===== src/rtl/gpio_pkg.sv =====
package gpio_pkg;
  localparam int SLOT_W = 2;
  typedef logic [SLOT_W-1:0] slot_t;
  localparam slot_t SLOT_SAMPLE = 2'd0;
  localparam slot_t SLOT_DIR    = 2'd1;
  localparam slot_t SLOT_DATA   = 2'd2;
  localparam slot_t SLOT_NONE   = 2'd3;
  localparam int SYNC_STAGES = 2;
endpackage


===== src/rtl/gpio_sync.sv =====
module gpio_sync #(
  parameter int W      = 8,
  parameter int STAGES = gpio_pkg::SYNC_STAGES
) (
  input  logic         clk,
  input  logic         rst,
  input  logic [W-1:0] d,
  output logic [W-1:0] q
);
  logic [W-1:0] stg [STAGES];

  always_ff @(posedge clk) begin
    if (rst) begin
      for (int s = 0; s < STAGES; s++) stg[s] <= '0;
    end else begin
      stg[0] <= d;
      for (int s = 1; s < STAGES; s++) stg[s] <= stg[s-1];
    end
  end

  assign q = stg[STAGES-1];
endmodule


===== src/rtl/gpio_regfile.sv =====
module gpio_regfile
  import gpio_pkg::*;
#(
  parameter int W = 8
) (
  input  logic         clk,
  input  logic         rst,
  input  logic         wr,
  input  slot_t        addr,
  input  logic [W-1:0] wdata,
  input  logic [W-1:0] wmask,
  output logic [W-1:0] dir_q,
  output logic [W-1:0] dat_q
);
  logic [W-1:0] sel_bits;
  assign sel_bits = wdata & wmask;

  always_ff @(posedge clk) begin
    if (rst) begin
      dir_q <= '0;
      dat_q <= '0;
    end else if (wr) begin
      case (addr)
        SLOT_DIR:    dir_q <= (dir_q & ~wmask) | sel_bits;
        SLOT_DATA:   dat_q <= (dat_q & ~wmask) | sel_bits;
        SLOT_SAMPLE: dat_q <= dat_q ^ sel_bits;
        default: ;
      endcase
    end
  end
endmodule


===== src/rtl/gpio_pin_mux.sv =====
module gpio_pin_mux #(
  parameter int W = 8
) (
  input  logic         clk,
  input  logic         rst,
  input  logic [W-1:0] dir_q,
  input  logic [W-1:0] dat_q,
  input  logic         pu_kill,
  input  logic [W-1:0] alt_en,
  input  logic [W-1:0] alt_oe,
  input  logic [W-1:0] alt_val,
  output logic [W-1:0] pin_oe,
  output logic [W-1:0] pin_out,
  output logic [W-1:0] pin_pu
);
  for (genvar i = 0; i < W; i++) begin : g_pin
    logic oe_d, out_d, pu_d;
    always_comb begin
      if (alt_en[i]) begin
        oe_d  = alt_oe[i];
        out_d = alt_val[i];
        pu_d  = 1'b0;
      end else begin
        oe_d  = dir_q[i];
        out_d = dat_q[i];
        pu_d  = ~dir_q[i] & dat_q[i] & ~pu_kill;
      end
    end
    always_ff @(posedge clk) begin
      if (rst) begin
        pin_oe[i]  <= 1'b0;
        pin_out[i] <= 1'b0;
        pin_pu[i]  <= 1'b0;
      end else begin
        pin_oe[i]  <= oe_d;
        pin_out[i] <= out_d;
        pin_pu[i]  <= pu_d;
      end
    end
  end
endmodule


===== src/rtl/gpio_rdport.sv =====
module gpio_rdport
  import gpio_pkg::*;
#(
  parameter int W = 8
) (
  input  logic         clk,
  input  logic         rst,
  input  logic         rd,
  input  slot_t        addr,
  input  logic [W-1:0] sample_q,
  input  logic [W-1:0] dir_q,
  input  logic [W-1:0] dat_q,
  output logic [W-1:0] rdata
);
  logic [W-1:0] rsel;
  always_comb begin
    case (addr)
      SLOT_SAMPLE: rsel = sample_q;
      SLOT_DIR:    rsel = dir_q;
      SLOT_DATA:   rsel = dat_q;
      default:     rsel = '0;
    endcase
  end

  always_ff @(posedge clk) begin
    if (rst)     rdata <= '0;
    else if (rd) rdata <= rsel;
  end
endmodule


===== src/rtl/gpio_port_ctrl.sv =====
module gpio_port_ctrl #(
  parameter int W = 8
) (
  input  logic         clk,
  input  logic         rst,
  input  logic [1:0]   bus_addr,
  input  logic         bus_wr,
  input  logic [W-1:0] bus_wdata,
  input  logic [W-1:0] bus_wmask,
  input  logic         bus_rd,
  output logic [W-1:0] bus_rdata,
  input  logic         pu_kill,
  input  logic [W-1:0] alt_en,
  input  logic [W-1:0] alt_oe,
  input  logic [W-1:0] alt_val,
  input  logic [W-1:0] pad_in,
  output logic [W-1:0] pin_oe,
  output logic [W-1:0] pin_out,
  output logic [W-1:0] pin_pu
);
  logic [W-1:0] dir_q, dat_q, sample_q;

  gpio_sync #(.W(W)) u_sync (
    .clk(clk), .rst(rst), .d(pad_in), .q(sample_q)
  );

  gpio_regfile #(.W(W)) u_regs (
    .clk(clk), .rst(rst), .wr(bus_wr), .addr(bus_addr),
    .wdata(bus_wdata), .wmask(bus_wmask), .dir_q(dir_q), .dat_q(dat_q)
  );

  gpio_pin_mux #(.W(W)) u_mux (
    .clk(clk), .rst(rst), .dir_q(dir_q), .dat_q(dat_q), .pu_kill(pu_kill),
    .alt_en(alt_en), .alt_oe(alt_oe), .alt_val(alt_val),
    .pin_oe(pin_oe), .pin_out(pin_out), .pin_pu(pin_pu)
  );

  gpio_rdport #(.W(W)) u_rd (
    .clk(clk), .rst(rst), .rd(bus_rd), .addr(bus_addr),
    .sample_q(sample_q), .dir_q(dir_q), .dat_q(dat_q), .rdata(bus_rdata)
  );
endmodule


===== config.mk =====
export PLATFORM = sky130hd
export DESIGN_NAME = gpio_port_ctrl
export DESIGN_NICKNAME = d
export VERILOG_FILES = /design/src/rtl/gpio_pkg.sv /design/src/rtl/gpio_sync.sv /design/src/rtl/gpio_regfile.sv /design/src/rtl/gpio_pin_mux.sv /design/src/rtl/gpio_rdport.sv /design/src/rtl/gpio_port_ctrl.sv
export SDC_FILE = /design/constraint.sdc
export NUM_CORES = 1
export LEC_CHECK = 0
export BUFFER_PORTS_ARGS = -buffer_cell sky130_fd_sc_hd__buf_4
export CAP_MARGIN = 30
export CORE_UTILIZATION = 55
export DETAILED_ROUTE_END_ITERATION = 16
export PLACE_DENSITY = 0.85
export REMOVE_ABC_BUFFERS = 1
export SYNTH_ARGS = -nofsm -noshare
export SYNTH_HDL_FRONTEND = slang
export SYNTH_HIERARCHICAL = 1
export SYNTH_SLANG_ARGS = --single-unit

===== constraint.sdc =====
create_clock -name clk -period 2.4 [get_ports clk]
set_clock_uncertainty 0.1 [all_clocks]
set_input_delay 0.36 -clock clk [delete_from_list [all_inputs] [get_ports clk]]
set_output_delay 0.36 -clock clk [all_outputs]
set_load 0.01 [all_outputs]

==> results of run 1 <==
## logic make-up (layout without fill, tap and decap cells)
logic type	count (synthesis)	after routing	share of synthesized area, %
AND/OR/NAND/NOR	123	123	29.9
flip-flops	64	64	45.7
AO/OA/AOI/OAI	48	48	11.1
buffers and inverters	25	102	7.59
multiplexers	16	16	5.72
## layout make-up
class                           instances  area [µm²]
Clock buffer                           11         141
Clock inverter                          4        45.0
Fill cell                             404        1310
Multi-Input combinational cell        187        1310
Sequential cell                        64        1280
Tap cell                               67        83.8
Timing Repair Buffer                   87         653
## cells in the mapped netlist, drive strengths merged
| cell type | number | area, µm² |
|---|---|---|
| dfxtp | 64 | 1280 |
| nor2 | 24 | 90.1 |
| nor2b | 23 | 161 |
| buf | 21 | 194 |
| a21oi | 16 | 80.1 |
| mux2i | 16 | 160 |
| nor3 | 16 | 120 |
| o21ai | 16 | 80.1 |
| and2b | 9 | 75.1 |
| nand2 | 9 | 33.8 |
| nand2b | 9 | 63.8 |
| a211oi | 8 | 100 |
| and2 | 8 | 50.1 |
| and4bb | 8 | 100 |
| nand3b | 8 | 60.1 |
| nand4b | 8 | 76.3 |
| o22ai | 8 | 50.1 |
| clkbuf | 4 | 18.8 |
| or2 | 1 | 6.26 |
## where the power goes
group | switching [µW] | internal [µW] | leakage (µW)
clock | 391 | 497 | 0.0000989
combinational | 125 | 150 | 0.000933
sequential | 23.2 | 1110 | 0.000524
total | 539 | 1750 | 0.00156
## through the flow
stage	cells	area [µm²]	worst slack, ps	total power (µW)
after floorplan	251	2590	1360	1260
after global placement	405	3330	905	1420
after detailed placement	405	3330	885	1430
after CTS	420	3510	1100	2310
after global routing	420	3510	1090	2370
final	420	3510	1110	2290
## final timing paths
| kind | to | slack [ps] | cells after the start |
|---|---|---|---|
| setup / recovery | bus_rdata[1] | 1110 | 1 |
| hold / removal | u_sync/stg[0][4] | 130 | 2 |
| setup reg to reg | flip-flop | 1330 | 3 |
| hold reg to reg | u_sync/stg[0][14] | 330 | 1 |
## metal layers
layer	wire length, µm	up-vias	track usage [%]
li1	-	1099	-
met1	2340	1020	26.2
met2	2730	83	37.3
met3	398	11	4.80
met4	119	0	12.2
met5	0	-	0
==> summary.txt, run 1 <==
Vias/cell - 5.27
worst hold margin - 130 ps
initial antenna violation count - 0
share of cells above drive strength 1 - 37.4%
Avg Cell Area, Syn - 10.2 µm²
Post-DRT Antenna Nets - 0
CP Launch Type - flip-flop
worst-case clock buffer depth - 2
H-tree levels - 3
first-pass GRT wire length - 8770 µm
sequential element share of the synthesized area - 45.7%
FF+latch count, synth - 64
fin crit share - 53.8%
pin count of the biggest net entering global routing - 49
number of library cell types mapped by synthesis - 30
most frequent cells in the layout - buf_4, dfxtp_1, nor2_1
Slew @ Worst Pin - 562 ps
run status - finished, final reports clean
data required time of the worst path - 1940 ps
core area - 4820 µm²
Crit path max-delay family - flip-flops
die span in y - 73.4 µm
crit end category - output pin
Crit. Startpoint - u_rd/rdata[1]
max_cap viols - 0
I/O Buffers - 86
fmax - 774 MHz
Iter 0 DRT Violations - 110
hold wc startpoint - pad_in[4]
total number of vias - 2213
Hold Violations, Final - 0
Largest stage delay, worst path - 360 ps
Buf/Inv on CP - 1
die area - 5380 µm²
Final Util - 72.9%
Cell Pwr Density - 653 nW/µm²
Min-Delay Path Class - input pin to flip-flop
Synth Cell Area - 2800 µm²
CTS tree - built
commonest non-fill, non-tap cell in the layout - buf_4
Post-CTS Hold Buffers - 0
setup violators final - 0
Leak - 0.00156 µW
clk_lat worst skew - 340 ps
Slew Viols, Final - 0
die width - 73.4 µm
post-cts resize count - 0
ANT cells - 0
Post-Synthesis Cells - 276
drt drc - 0
# clock sinks - 64
Worst slew margin - 62.5%
RSZ-0062 raised after global routing - false
fin crit period - 1290 ps
# rows - 25
Worst Path Max Fanout - 2
Peak supply drop - 450 µV
Data arrival, critical path - 830 ps
# Post-CTS Setup Buffers - 0
Initial Util - 58.2%
HPWL after DPL - 3720 µm
DR pass1 iterations - 4
Synth warnings - 6
WL final - 5580 µm
routability congestion estimate - 0.756
Critical Path, Cell by Cell - buf_4
vias in the first global route - 1980
# IOs - 87
GRT Overall Usage - 22.1%
Clk pin slew, worst setup/hold paths - 60 ps
total congestion overflow - 0
critical path class - flip-flop to output pin
clock root cell - clkbuf_8
CP max-delay cell - dfxtp_1
Layout area overhead - 25.4%
Routed WL per cell - 13.3 µm
number of CTS-inserted buffers - 9
sum of negative setup slack - 0 ps
Final #Nets - 404
Power figures use the tool's default switching activity.
==> run 2, diff against run 1 <==
Settings changed: CORE_UTILIZATION 55 to 51, PLACE_DENSITY 0.85 to 0.8.
Clock period 2.4 ns to 1.3 ns, I/O delays scaled along.
==> summary.txt, run 2 (synthesis results as in run 1) <==
run status - finished, final reports clean
HPWL after DPL - 3760 µm
Worst slew margin - 60.1%
Layout area overhead - 37.3%
Hold Violations, Final - 0
Clk pin slew, worst setup/hold paths - 70 ps
worst r2r path cells - 3
crit end category - output pin
Worst Path Max Fanout - 2
setup violators final - 0
die span in y - 76.1 µm
clock root cell - clkbuf_8
post-cts resize count - 0
hold wc startpoint - alt_en[5]
Peak supply drop - 794 µV
CP Launch Type - flip-flop
drt drc - 0
Post-DRT Antenna Nets - 0
data required time of the worst path - 1000 ps
most frequent cells in the layout - buf_4, dfxtp_1, dlygate4sd3_1, nor2_1
first-pass GRT wire length - 10400 µm
total congestion overflow - 0
GRT Overall Usage - 22.7%
Power, Total - 4580 µW
initial antenna violation count - 0
fin crit share - 86.7%
pin count of the biggest net entering global routing - 32
Min-Delay Path Class - input pin to flip-flop
Critical Path, Cell by Cell - buf_4
reg-to-reg setup timing slack - 230 ps
clk_lat worst skew - 340 ps
total number of vias - 2323
share of cells above drive strength 1 - 35.9%
# IOs - 87
CP max-delay cell - dfxtp_1
fin crit period - 1130 ps
Vias/cell - 5.14
sum of negative setup slack - 0 ps
DR pass1 iterations - 4
ANT cells - 0
Initial Util - 53.8%
vias in the first global route - 2239
die area - 5790 µm²
commonest non-fill, non-tap cell in the layout - buf_4
RSZ-0062 raised after global routing - false
WL final - 6280 µm
# clock sinks - 64
Crit path max-delay family - flip-flops
die width - 76.1 µm
Slew @ Worst Pin - 598 ps
Leak - 0.00170 µW
Slew Viols, Final - 0
fmax - 887 MHz
Routed WL per cell - 13.9 µm
max_cap viols - 0
number of CTS-inserted buffers - 9
H-tree levels - 3
Cell Pwr Density - 1190 nW/µm²
Final #Nets - 432
Hold EP - u_mux/pin_oe[5]
filler instances - 401
worst-case clock buffer depth - 2
Buf/Inv on CP - 1
CTS tree - built
Largest stage delay, worst path - 350 ps
Hold Path Cell Cnt - 3
Iter 0 DRT Violations - 117
core area - 5200 µm²
critical path class - flip-flop to output pin
routability congestion estimate - 0.729
Data arrival, critical path - 830 ps
I/O Buffers - 86
# rows - 26
==> run 2: repair_timing <==
action                                 CTS  global route
endpoints found under the hold margin   25             0
hold buffers                            25             0
buffers inserted                         0             0
==> run 2: worst max-delay path by stage <==
| stage | from | slack, ps | cells past startpoint | endpoint |
|---|---|---|---|---|
| 6_report | u_rd/rdata[1] | 170 | 1 | bus_rdata[1] |
| 5_1_grt | u_rd/rdata[0] | 140 | 1 | bus_rdata[0] |
| 4_1_cts | u_rd/rdata[1] | 150 | 1 | bus_rdata[1] |
| 3_5_place_dp | bus_addr[0] | 100 | 4 | u_rd/rdata[1] |
| 3_3_place_gp | bus_addr[0] | 150 | 4 | u_rd/rdata[1] |
| 2_1_floorplan | flip-flop | 360 | 3 | flip-flop |
==> run 2: report_power, final <==
part	switching, µW	internal, µW
clock	776	1120
combinational	255	340
sequential	41.7	2040
total	1070	3500
==> run 2: final cells by class <==
| class | instances | area (µm²) | share of cell area (%) |
|---|---|---|---|
| multi-input cells | 187 | 1310 | 34.0 |
| clock inverters | 6 | 82.6 | 2.15 |
| flip-flops and latches | 64 | 1280 | 33.3 |
| clock buffers | 10 | 138 | 3.58 |
| repair buffers | 115 | 951 | 24.7 |
| well taps | 70 | 87.6 | 2.28 |
==> run 2: metrics by stage <==
stage	setup WS, ps	hold slack, ps	area (µm²)	instances	util (%)
after floorplan	362	161	2590	251	-
after global placement	149	311	3380	411	64.9
after detailed placement	102	315	3380	411	64.9
after CTS	147	0.147	3850	452	73.9
after global routing	139	10.9	3850	452	73.9
final	173	11.3	3850	452	73.9
==> run 2: metal layers <==
layer | global-route usage [%] | part of all wire (%)
met2 | 39.8 | 50
met5 | 0 | 0
met4 | 6.92 | 0.67
met3 | 6.83 | 5.9
met1 | 26.7 | 44
